--- config.mk ---
export PLATFORM = sky130hd
export DESIGN_NAME = cdalarm_top
export DESIGN_NICKNAME = d
export VERILOG_FILES = /design/src/rtl/cdalarm_pkg.sv /design/src/rtl/cdalarm_rstsync.sv /design/src/rtl/cdalarm_cnt.sv /design/src/rtl/cdalarm_sticky.sv /design/src/rtl/cdalarm_regs.sv /design/src/rtl/cdalarm_top.sv
export SDC_FILE = /design/constraint.sdc
export NUM_CORES = 1
export LEC_CHECK = 0
export BUFFER_PORTS_ARGS = -buffer_cell sky130_fd_sc_hd__buf_2
export CAP_MARGIN = 20
export CORE_UTILIZATION = 40
export DETAILED_ROUTE_END_ITERATION = 12
export SLEW_MARGIN = 20
export SYNTH_ARGS = -nofsm -noshare
export SYNTH_HDL_FRONTEND = slang
export SYNTH_SLANG_ARGS = --single-unit
--- constraint.sdc ---
create_clock -name clk -period 2.8 [get_ports clk]
set_input_delay 0.14 -clock clk [delete_from_list [all_inputs] [get_ports clk]]
set_output_delay 0.14 -clock clk [all_outputs]
set_load 0.02 [all_outputs]
--- src/rtl/cdalarm_pkg.sv ---
package cdalarm_pkg;
  localparam int ADDR_W = 8;
  localparam int DATA_W = 32;

  localparam logic [ADDR_W-1:0] A_LOAD    = 8'h00;
  localparam logic [ADDR_W-1:0] A_LEFT    = 8'h04;
  localparam logic [ADDR_W-1:0] A_RUN     = 8'h08;
  localparam logic [ADDR_W-1:0] A_IEN     = 8'h0C;
  localparam logic [ADDR_W-1:0] A_PEND    = 8'h10;
  localparam logic [ADDR_W-1:0] A_WAKE    = 8'h14;
  localparam logic [ADDR_W-1:0] A_WK_RUN  = 8'h20;
  localparam logic [ADDR_W-1:0] A_WK_IEN  = 8'h24;
  localparam logic [ADDR_W-1:0] A_WK_PEND = 8'h28;

  typedef struct packed {
    logic run;
    logic irq_en;
    logic wake_en;
    logic wk_run;
    logic wk_irq_en;
  } ctl_t;
endpackage

--- src/rtl/cdalarm_rstsync.sv ---
module cdalarm_rstsync #(
  parameter int STAGES = 2
) (
  input  logic clk,
  input  logic rst_n,
  output logic rst_sync_n
);
  logic [STAGES-1:0] sync_q;
  logic [STAGES-1:0] sync_d;

  always_comb begin
    sync_d = {sync_q[STAGES-2:0], 1'b1};
  end

  always_ff @(posedge clk or negedge rst_n) begin
    if (!rst_n) sync_q <= '0;
    else        sync_q <= sync_d;
  end

  assign rst_sync_n = sync_q[STAGES-1];
endmodule

--- src/rtl/cdalarm_cnt.sv ---
module cdalarm_cnt #(
  parameter int CNT_W = 32
) (
  input  logic             clk,
  input  logic             rst_n,
  input  logic             load_i,
  input  logic [CNT_W-1:0] load_val_i,
  input  logic             run_i,
  input  logic             tick_i,
  output logic [CNT_W-1:0] left_o,
  output logic             hit_o
);
  localparam logic [CNT_W-1:0] ONE = {{(CNT_W-1){1'b0}}, 1'b1};

  logic [CNT_W-1:0] left_q;
  logic [CNT_W-1:0] left_d;
  logic             step;
  logic             upd;

  always_comb begin
    step   = run_i && tick_i && (left_q != '0) && !load_i;
    upd    = load_i || step;
    left_d = left_q;
    if (load_i)    left_d = load_val_i;
    else if (step) left_d = left_q - ONE;
    hit_o  = step && (left_q == ONE);
  end

  always_ff @(posedge clk or negedge rst_n) begin
    if (!rst_n)   left_q <= '0;
    else if (upd) left_q <= left_d;
  end

  assign left_o = left_q;
endmodule

--- src/rtl/cdalarm_sticky.sv ---
module cdalarm_sticky (
  input  logic clk,
  input  logic rst_n,
  input  logic set_i,
  input  logic clr_i,
  output logic q_o
);
  logic q;
  logic d;
  logic en;

  always_comb begin
    en = set_i || clr_i;
    d  = set_i;
  end

  always_ff @(posedge clk or negedge rst_n) begin
    if (!rst_n)  q <= 1'b0;
    else if (en) q <= d;
  end

  assign q_o = q;
endmodule

--- src/rtl/cdalarm_regs.sv ---
module cdalarm_regs
  import cdalarm_pkg::*;
#(
  parameter int CNT_W = 32
) (
  input  logic              clk,
  input  logic              rst_n,
  input  logic              wr_i,
  input  logic [ADDR_W-1:0] addr_i,
  input  logic [DATA_W-1:0] wdata_i,
  output logic [DATA_W-1:0] rdata_o,
  input  logic [CNT_W-1:0]  left_i,
  input  logic              pend_i,
  input  logic              wk_pend_i,
  output ctl_t              ctl_o,
  output logic              load_o,
  output logic [CNT_W-1:0]  load_val_o,
  output logic              pend_clr_o,
  output logic              wk_pend_clr_o
);
  localparam int PAD_W = DATA_W - CNT_W;

  logic [CNT_W-1:0] load_q;
  ctl_t             ctl_q;
  ctl_t             ctl_d;
  logic             ctl_en;

  always_comb begin
    load_o        = wr_i && (addr_i == A_LOAD);
    load_val_o    = wdata_i[CNT_W-1:0];
    pend_clr_o    = wr_i && (addr_i == A_PEND) && wdata_i[0];
    wk_pend_clr_o = wr_i && (addr_i == A_WK_PEND) && wdata_i[0];
    ctl_d  = ctl_q;
    ctl_en = 1'b0;
    if (wr_i) begin
      ctl_en = 1'b1;
      case (addr_i)
        A_RUN:    ctl_d.run       = wdata_i[0];
        A_IEN:    ctl_d.irq_en    = wdata_i[0];
        A_WAKE:   ctl_d.wake_en   = wdata_i[0];
        A_WK_RUN: ctl_d.wk_run    = wdata_i[0];
        A_WK_IEN: ctl_d.wk_irq_en = wdata_i[0];
        default:  ctl_en = 1'b0;
      endcase
    end
  end

  always_ff @(posedge clk or negedge rst_n) begin
    if (!rst_n)      ctl_q <= '0;
    else if (ctl_en) ctl_q <= ctl_d;
  end

  always_ff @(posedge clk or negedge rst_n) begin
    if (!rst_n)      load_q <= '0;
    else if (load_o) load_q <= load_val_o;
  end

  generate
    if (PAD_W > 0) begin : g_pad
      always_comb begin
        rdata_o = '0;
        case (addr_i)
          A_LOAD:    rdata_o = {{PAD_W{1'b0}}, load_q};
          A_LEFT:    rdata_o = {{PAD_W{1'b0}}, left_i};
          A_RUN:     rdata_o[0] = ctl_q.run;
          A_IEN:     rdata_o[0] = ctl_q.irq_en;
          A_PEND:    rdata_o[0] = pend_i;
          A_WAKE:    rdata_o[0] = ctl_q.wake_en;
          A_WK_RUN:  rdata_o[0] = ctl_q.wk_run;
          A_WK_IEN:  rdata_o[0] = ctl_q.wk_irq_en;
          A_WK_PEND: rdata_o[0] = wk_pend_i;
          default:   rdata_o = '0;
        endcase
      end
    end else begin : g_full
      always_comb begin
        rdata_o = '0;
        case (addr_i)
          A_LOAD:    rdata_o = load_q;
          A_LEFT:    rdata_o = left_i;
          A_RUN:     rdata_o[0] = ctl_q.run;
          A_IEN:     rdata_o[0] = ctl_q.irq_en;
          A_PEND:    rdata_o[0] = pend_i;
          A_WAKE:    rdata_o[0] = ctl_q.wake_en;
          A_WK_RUN:  rdata_o[0] = ctl_q.wk_run;
          A_WK_IEN:  rdata_o[0] = ctl_q.wk_irq_en;
          A_WK_PEND: rdata_o[0] = wk_pend_i;
          default:   rdata_o = '0;
        endcase
      end
    end
  endgenerate

  assign ctl_o = ctl_q;
endmodule

--- src/rtl/cdalarm_top.sv ---
module cdalarm_top
  import cdalarm_pkg::*;
#(
  parameter int CNT_W = 32
) (
  input  logic              clk,
  input  logic              rst_n,
  input  logic              tick_1hz,
  input  logic              bus_wr,
  input  logic [ADDR_W-1:0] bus_addr,
  input  logic [DATA_W-1:0] bus_wdata,
  output logic [DATA_W-1:0] bus_rdata,
  output logic              irq_o,
  output logic              wake_o
);
  logic             rst_q_n;
  ctl_t             ctl;
  logic             load_stb;
  logic [CNT_W-1:0] load_val;
  logic [CNT_W-1:0] left;
  logic             hit;
  logic             pend_clr;
  logic             wk_pend_clr;
  logic             pend_q;
  logic             wk_pend_q;

  cdalarm_rstsync #(.STAGES(2)) u_rst (
    .clk(clk), .rst_n(rst_n), .rst_sync_n(rst_q_n)
  );

  cdalarm_regs #(.CNT_W(CNT_W)) u_regs (
    .clk(clk), .rst_n(rst_q_n), .wr_i(bus_wr), .addr_i(bus_addr),
    .wdata_i(bus_wdata), .rdata_o(bus_rdata), .left_i(left),
    .pend_i(pend_q), .wk_pend_i(wk_pend_q), .ctl_o(ctl),
    .load_o(load_stb), .load_val_o(load_val),
    .pend_clr_o(pend_clr), .wk_pend_clr_o(wk_pend_clr)
  );

  cdalarm_cnt #(.CNT_W(CNT_W)) u_cnt (
    .clk(clk), .rst_n(rst_q_n), .load_i(load_stb), .load_val_i(load_val),
    .run_i(ctl.run), .tick_i(tick_1hz), .left_o(left), .hit_o(hit)
  );

  cdalarm_sticky u_pend (
    .clk(clk), .rst_n(rst_q_n), .set_i(hit), .clr_i(pend_clr), .q_o(pend_q)
  );

  cdalarm_sticky u_wk_pend (
    .clk(clk), .rst_n(rst_q_n), .set_i(1'b0), .clr_i(wk_pend_clr),
    .q_o(wk_pend_q)
  );

  always_comb begin
    irq_o  = pend_q && ctl.irq_en;
    wake_o = pend_q && ctl.wake_en;
  end
endmodule

* Word-level counts from Yosys, hierarchy flattened
Cells that the tools add are included.
** Storage, ports and cells
- Register bits after elaboration :: 72
- Output and inout bits :: 34
- Input port bits :: 44
** Cells by class
- Muxes and demuxes :: 6
- Reductions and logical operators :: 22
- $add $sub $neg :: 1
- Equal/unequal tests :: 8
** Operators by type and width (count)
- $mux 32 :: 2
- $pmux 31 s2 :: 1
- $eq 32x1->1 const B :: 1
- $reduce_bool 32->1 :: 1
- $sub 32x1->32 const B :: 1
- $eq 8x4->1 const B :: 2
- $eq 8x5->1 const B :: 2
- $eq 8x6->1 const B :: 2
- $reduce_and 3->1 :: 5
- $logic_and 1x1->1 :: 9
- $eq 8x3->1 const B :: 1
- $logic_not 8->1 :: 1
- $pmux 1 s8 :: 1
- $reduce_or 5->1 :: 1
- $logic_or 1x1->1 :: 2
- $mux 1 :: 2
- $reduce_and 2->1 :: 1
- $reduce_bool 2->1 :: 1
- $logic_not 1->1 :: 1

* Logic depth before layout (Yosys ltp)
- Depth in word-level cells :: 6
- Depth in mapped cells :: 9
- Gate-level depth less buffers :: 8

* By module
From an unflattened synthesis, not the netlist that was laid out.
** Second synthesis, totals
- Cell total of the unflattened synthesis :: 441
- Area total of the unflattened synthesis :: 4538.1 µm²
** By module, submodules not included
- cdalarm_regs :: area an instance 2274.7 µm², instances 1, cells each 184, sequential area each 925.9 µm²
- cdalarm_cnt :: area an instance 2120.8 µm², instances 1, cells each 245, sequential area each 800.8 µm²
- cdalarm_sticky :: area an instance 36.3 µm², instances 2, cells each 3, sequential area each 25.0 µm²
- cdalarm_rstsync :: area an instance 53.8 µm², instances 1, cells each 3, sequential area each 50.0 µm²
- cdalarm_top :: area an instance 16.3 µm², instances 1, cells each 3, sequential area each 0.0 µm²

* Least setup slack after synthesis
OpenSTA, ideal clock, no wires.
- Path kind :: register to register
- Start :: reg u_cnt.left_q[22], in the netlist u_cnt.left_o[22]
- End :: reg u_cnt.left_q[3], in the netlist u_cnt.left_o[3]
- Setup time :: 0.077 ns
- Data arrival time :: 2.359 ns
- Path buffers :: 2
- Stages on the path, launching flop included :: 9
- Data required time :: 2.723 ns
- Setup slack :: 0.363 ns
- Path through :: dfrtp_1 -> or4_4 -> or4_4 -> buf_6 -> o31ai_4 -> buf_6 -> nor4_2 -> xnor2_2 -> a21oi_1
** On the way
- Longest elaborated chain between the ends :: 5
- Elaborated cells between the ends (all ways) :: 6
- Classes of those cells :: 6 x reduce/logical
** RTL lines
- from (decl) :: line cdalarm_cnt.sv:15 : logic [CNT_W-1:0] left_q;
- from (signal assigned) :: line cdalarm_cnt.sv:31 : else if (upd) left_q <= left_d;
- $reduce_bool 32->1 (*) :: line cdalarm_cnt.sv:21 : step = run_i && tick_i && (left_q != '0) && !load_i;
- $logic_and 1x1->1 (*) (2 in series) :: line cdalarm_cnt.sv:21
- $reduce_bool 2->1 (no line) or $logic_or 1x1->1 (tied branches)
- $reduce_and 2->1 (no line) (*)
Mark *: on every way between the ends. The rest lies on a longest branch, timed or not.
A chain may end at the register's enable or synchronous reset.

* Worst setup path in the final report
- Start :: reg u_cnt.left_q[22], in the netlist u_cnt.left_o[22]
- End :: reg u_cnt.left_q[17], in the netlist u_cnt.left_o[17]
The elaborated chain is that of the path after synthesis.

==> key figures <==
Timing
  • Fin. max-slew vios: 0
  • Skew final: 0.00768 ns
  • Slew margin rel.: 0.613
  • Max Fclk: 399 MHz
  • Worst setup margin: 0.291 ns
  • RSZ-0062 raised after global routing: false
  • Minimum clock period: 2.51 ns
  • Final period util: 0.896
  • Fin. Hold Viols: 0
  • Actual slew at the worst max-slew pin: 0.575 ns
  • Count of final setup violators: 0
  • Final TNS setup: 0 ns

Synthesis
  • Syn_nets: 462
  • Ys Warns: 0
  • Post-Synth Simple-Gate Area: 0.251
  • Synth Area in Adders: 0.00662
  • Syn_area_per_cell: 9.08 sq um
  • Post-synth ARST share: 1.00
  • Main combinational cell family by area after synthesis: simple AND/OR/NAND/NOR gates
  • Area share of the largest cell type after synthesis: 0.477
  • Area leader, netlist: dfrtp_1
  • Synthesized instance count: 416
  • Synth Area in XOR/XNOR: 0.0712
  • Synth Cell Area: 3780 sq um
  • Post-synth EDFFs: 0
  • Synthesis-stage register bit count: 72
  • Compound-Gate Fraction of Synth Area: 0.144
  • Largest cells by area after synthesis: dfrtp_1 48%, nand2_1 10%, a22o_1 7.4%
  • Seq/Total Area, Yosys: 0.477
  • Primary FF master, synth: dfrtp_1
  • Post-synthesis mux area share: 0.0202
  • Netlist cell types: 41

Detailed routing
  • Detail Route Antenna Nets: 0
  • Initial DRC count: 180
  • Total routed wirelength: 9.34 mm
  • DRT Pass-1 Iters: 4
  • Avg WL per Cell: 15.3 microns
  • # DRC: 0
  • Routed vias/inst: 5.35
  • Via count: 3,272

Power
  • Seq pwr share: 0.458
  • Net Sw Power: 1.18 mW
  • Leakage Power: 2.20 nW
  • Maximum vdd ir drop: 315 uV
  • Sw frac: 0.364
  • Combinational share of power: 0.300
  • Clock network power share: 0.242
  • Power Density: 714 nW/um^2
  • Cell-internal power: 2.06 mW

Layout
  • Nets: 544
  • Syn-to-layout area delta: 19.9%
  • Fillers: 925
  • Non-Filler Instances: 612
  • Most frequent cells in the layout: 104 x nand2_1, 77 x buf_2, 71 x dfrtp_1, 32 x a22o_1, 26 x nor2_1
  • # diodes: 0
  • Commonest non-fill, non-tap cell in the layout: nand2_1
  • Final Cell Area: 4530 sq um
  • Core Util, Final: 0.493
  • Layout cells sized above 1: 0.242

CTS
  • Maximum clock path buffer count: 2
  • Post-cts sizing count: 0
  • Setup bufs post-CTS: 0
  • Clock sink total: 72
  • TritonCTS clock tree: done
  • Worst-path clk slew: 0.07 ns
  • Root buf cell: clkbuf_8
  • Skew-Pair Late Insertion Delay: 0.35 ns
  • CTS Buf Count: 9
  • H-Tree Depth: 3
  • Hold buffer count at cts: 3

GRT
  • Vias in the first global route: 3,202
  • First-pass GRT wire length: 16.0 mm
  • Grt total ovfl: 0
  • Largest net degree at the start of global routing: 55
  • Total GRT Usage: 0.207
  • Antenna violations before repair: 0

Min path
  • Min-delay worst type: primary input to flop
  • Min-delay src: bus_wdata[21]
  • Hold Crit Depth: 3
  • Hold worst-path end: u_regs.load_q[21]$_DFFE_PN0P_

Placement
  • GPL Wtd Cong: 0.840
  • Post-DP Area: 4320 sq um
  • HPWL Detailed: 6.60 mm
  • Place WS: 0.303 ns
  • # port buffers: 77
  • Dpl cells: 595

Worst setup path
  • Top delay family on crit path: simple AND/OR/NAND/NOR gates
  • Worst Path Buf+Inv: 1
  • CP arrival: 2.71 ns
  • Crit-path cells: or4_4, or4_4, o31ai_4, buf_4, nor4_1, xnor2_1, a21oi_1
  • R2R Setup Slk: 0.29 ns
  • R2r endpoint: u_cnt.left_o[17]$_DFFE_PN0P_
  • CP required: 3.00 ns
  • Setup CP Type: flop to flop
  • CP endpoint kind: flop
  • Depth of the most critical reg-to-reg path: 7
  • CP Launch Type: flop
  • CP Max Fanout: 17
  • Slowest cell delay on critical path: 0.58 ns
  • Cell mode on critical path: or4_4
  • Slowest CP cell: or4_4
  • Launch point of the worst reg-to-reg path: u_cnt.left_o[22]$_DFFE_PN0P_

Floorplanning
  • Total I/O pin count: 78
  • Die area: 9840 sq um
  • Die width: 99.2 microns
  • Core Area: 9200 sq um
  • Initial Utilization: 0.411
  • Cell Rows: 35
  • Die Ht: 99.2 microns

Outcome
  • Outcome: finished, final reports clean

Run
  • Max-Cap Viols: 0
## cell type report
type | instances | area, sq um | area share
multi-input cells | 319 | 1870 | 0.414
flip-flops and latches | 72 | 1800 | 0.398
repair buffers | 92 | 518 | 0.114
clock buffers | 14 | 183 | 0.0403
well taps | 111 | 139 | 0.0306
inverters | 4 | 15.0 | 0.00331
## per-stage QoR
stage	total power, mW	hold slack (ns)
CTS	3.25	0.00117
detailed placement	2.46	-0.0712
finish	3.24	0.00368
global route	3.44	0.00690
global placement	2.43	-0.0727
floorplan	2.19	-0.156
## kinds of logic (layout without fill, tap and decap cells)
| group | count (synthesis) | count (layout) |
|---|---|---|
| flip-flops | 72 | 72 |
| XOR/XNOR | 29 | 29 |
| AO/OA/AOI/OAI | 79 | 79 |
| other | 1 | 1 |
| buffers and inverters | 25 | 110 |
| adder cells (fa/ha/maj) | 2 | 2 |
| multiplexers | 7 | 7 |
| AND/OR/NAND/NOR | 201 | 201 |
## synthesized netlist by cell type, types with 7 or more instances
| cell | n |
|---|---|
| nor4_1 | 14 |
| a21oi_1 | 12 |
| clkbuf_1 | 19 |
| xor2_1 | 8 |
| o21ai_1 | 7 |
| dfrtp_1 | 72 |
| nand3_1 | 11 |
| nand2_1 | 104 |
| nor3_1 | 11 |
| a22o_1 | 32 |
| o21ai_0 | 21 |
| nor2_1 | 28 |
| xnor2_1 | 19 |
| or4_1 | 8 |
## sequential cells by signal, summed over array words and instances, names as in the netlist
signal         flops
u_cnt.left_o      32
u_regs.load_q     32
u_regs.ctl_o       5
u_rst.sync_q       2
u_pend.q_o         1
## power by group through the flow
| stage | combinational, mW | clock, mW | sequential (mW) |
|---|---|---|---|
| after global placement | 0.937 | 0 | 1.50 |
| final | 0.970 | 0.783 | 1.48 |
| after floorplan | 0.748 | 0 | 1.44 |
| after CTS | 0.967 | 0.797 | 1.48 |
| after global routing | 1.08 | 0.834 | 1.52 |
| after detailed placement | 0.957 | 0 | 1.50 |
## how the worst max path moves through the flow
| stage | start | end | depth (start not counted) | slack, ns |
|---|---|---|---|---|
| after floorplan | u_cnt.left_o[22]$_DFFE_PN0P_ | u_cnt.left_o[3]$_DFFE_PN0P_ | 8 | 0.36 |
| after global placement | u_cnt.left_o[22]$_DFFE_PN0P_ | u_cnt.left_o[4]$_DFFE_PN0P_ | 7 | 0.33 |
| after detailed placement | u_cnt.left_o[22]$_DFFE_PN0P_ | u_cnt.left_o[4]$_DFFE_PN0P_ | 7 | 0.30 |
| after CTS | u_cnt.left_o[22]$_DFFE_PN0P_ | u_cnt.left_o[4]$_DFFE_PN0P_ | 7 | 0.29 |
| after global routing | u_cnt.left_o[1]$_DFFE_PN0P_ | u_cnt.left_o[18]$_DFFE_PN0P_ | 8 | 0.05 |
| final | u_cnt.left_o[22]$_DFFE_PN0P_ | u_cnt.left_o[17]$_DFFE_PN0P_ | 7 | 0.29 |
## worst reg2reg max path, delay by kind of cell (launching register included)
family | cells | cell delay (ns)
buf+inv | 1 | 0.27
simple gates | 3 | 1.18
xor+xnor | 1 | 0.16
compound gates | 2 | 0.35
flops | 1 | 0.42
## layer usage
layer,GRT usage,part of all wire,vias to the layer above
met5,0,0,-
met4,0.0690,0.013,0
met3,0.0295,0.048,9
met2,0.323,0.45,84
met1,0.299,0.48,1561
li1,-,-,1618
(Power assumes the default switching activity.)
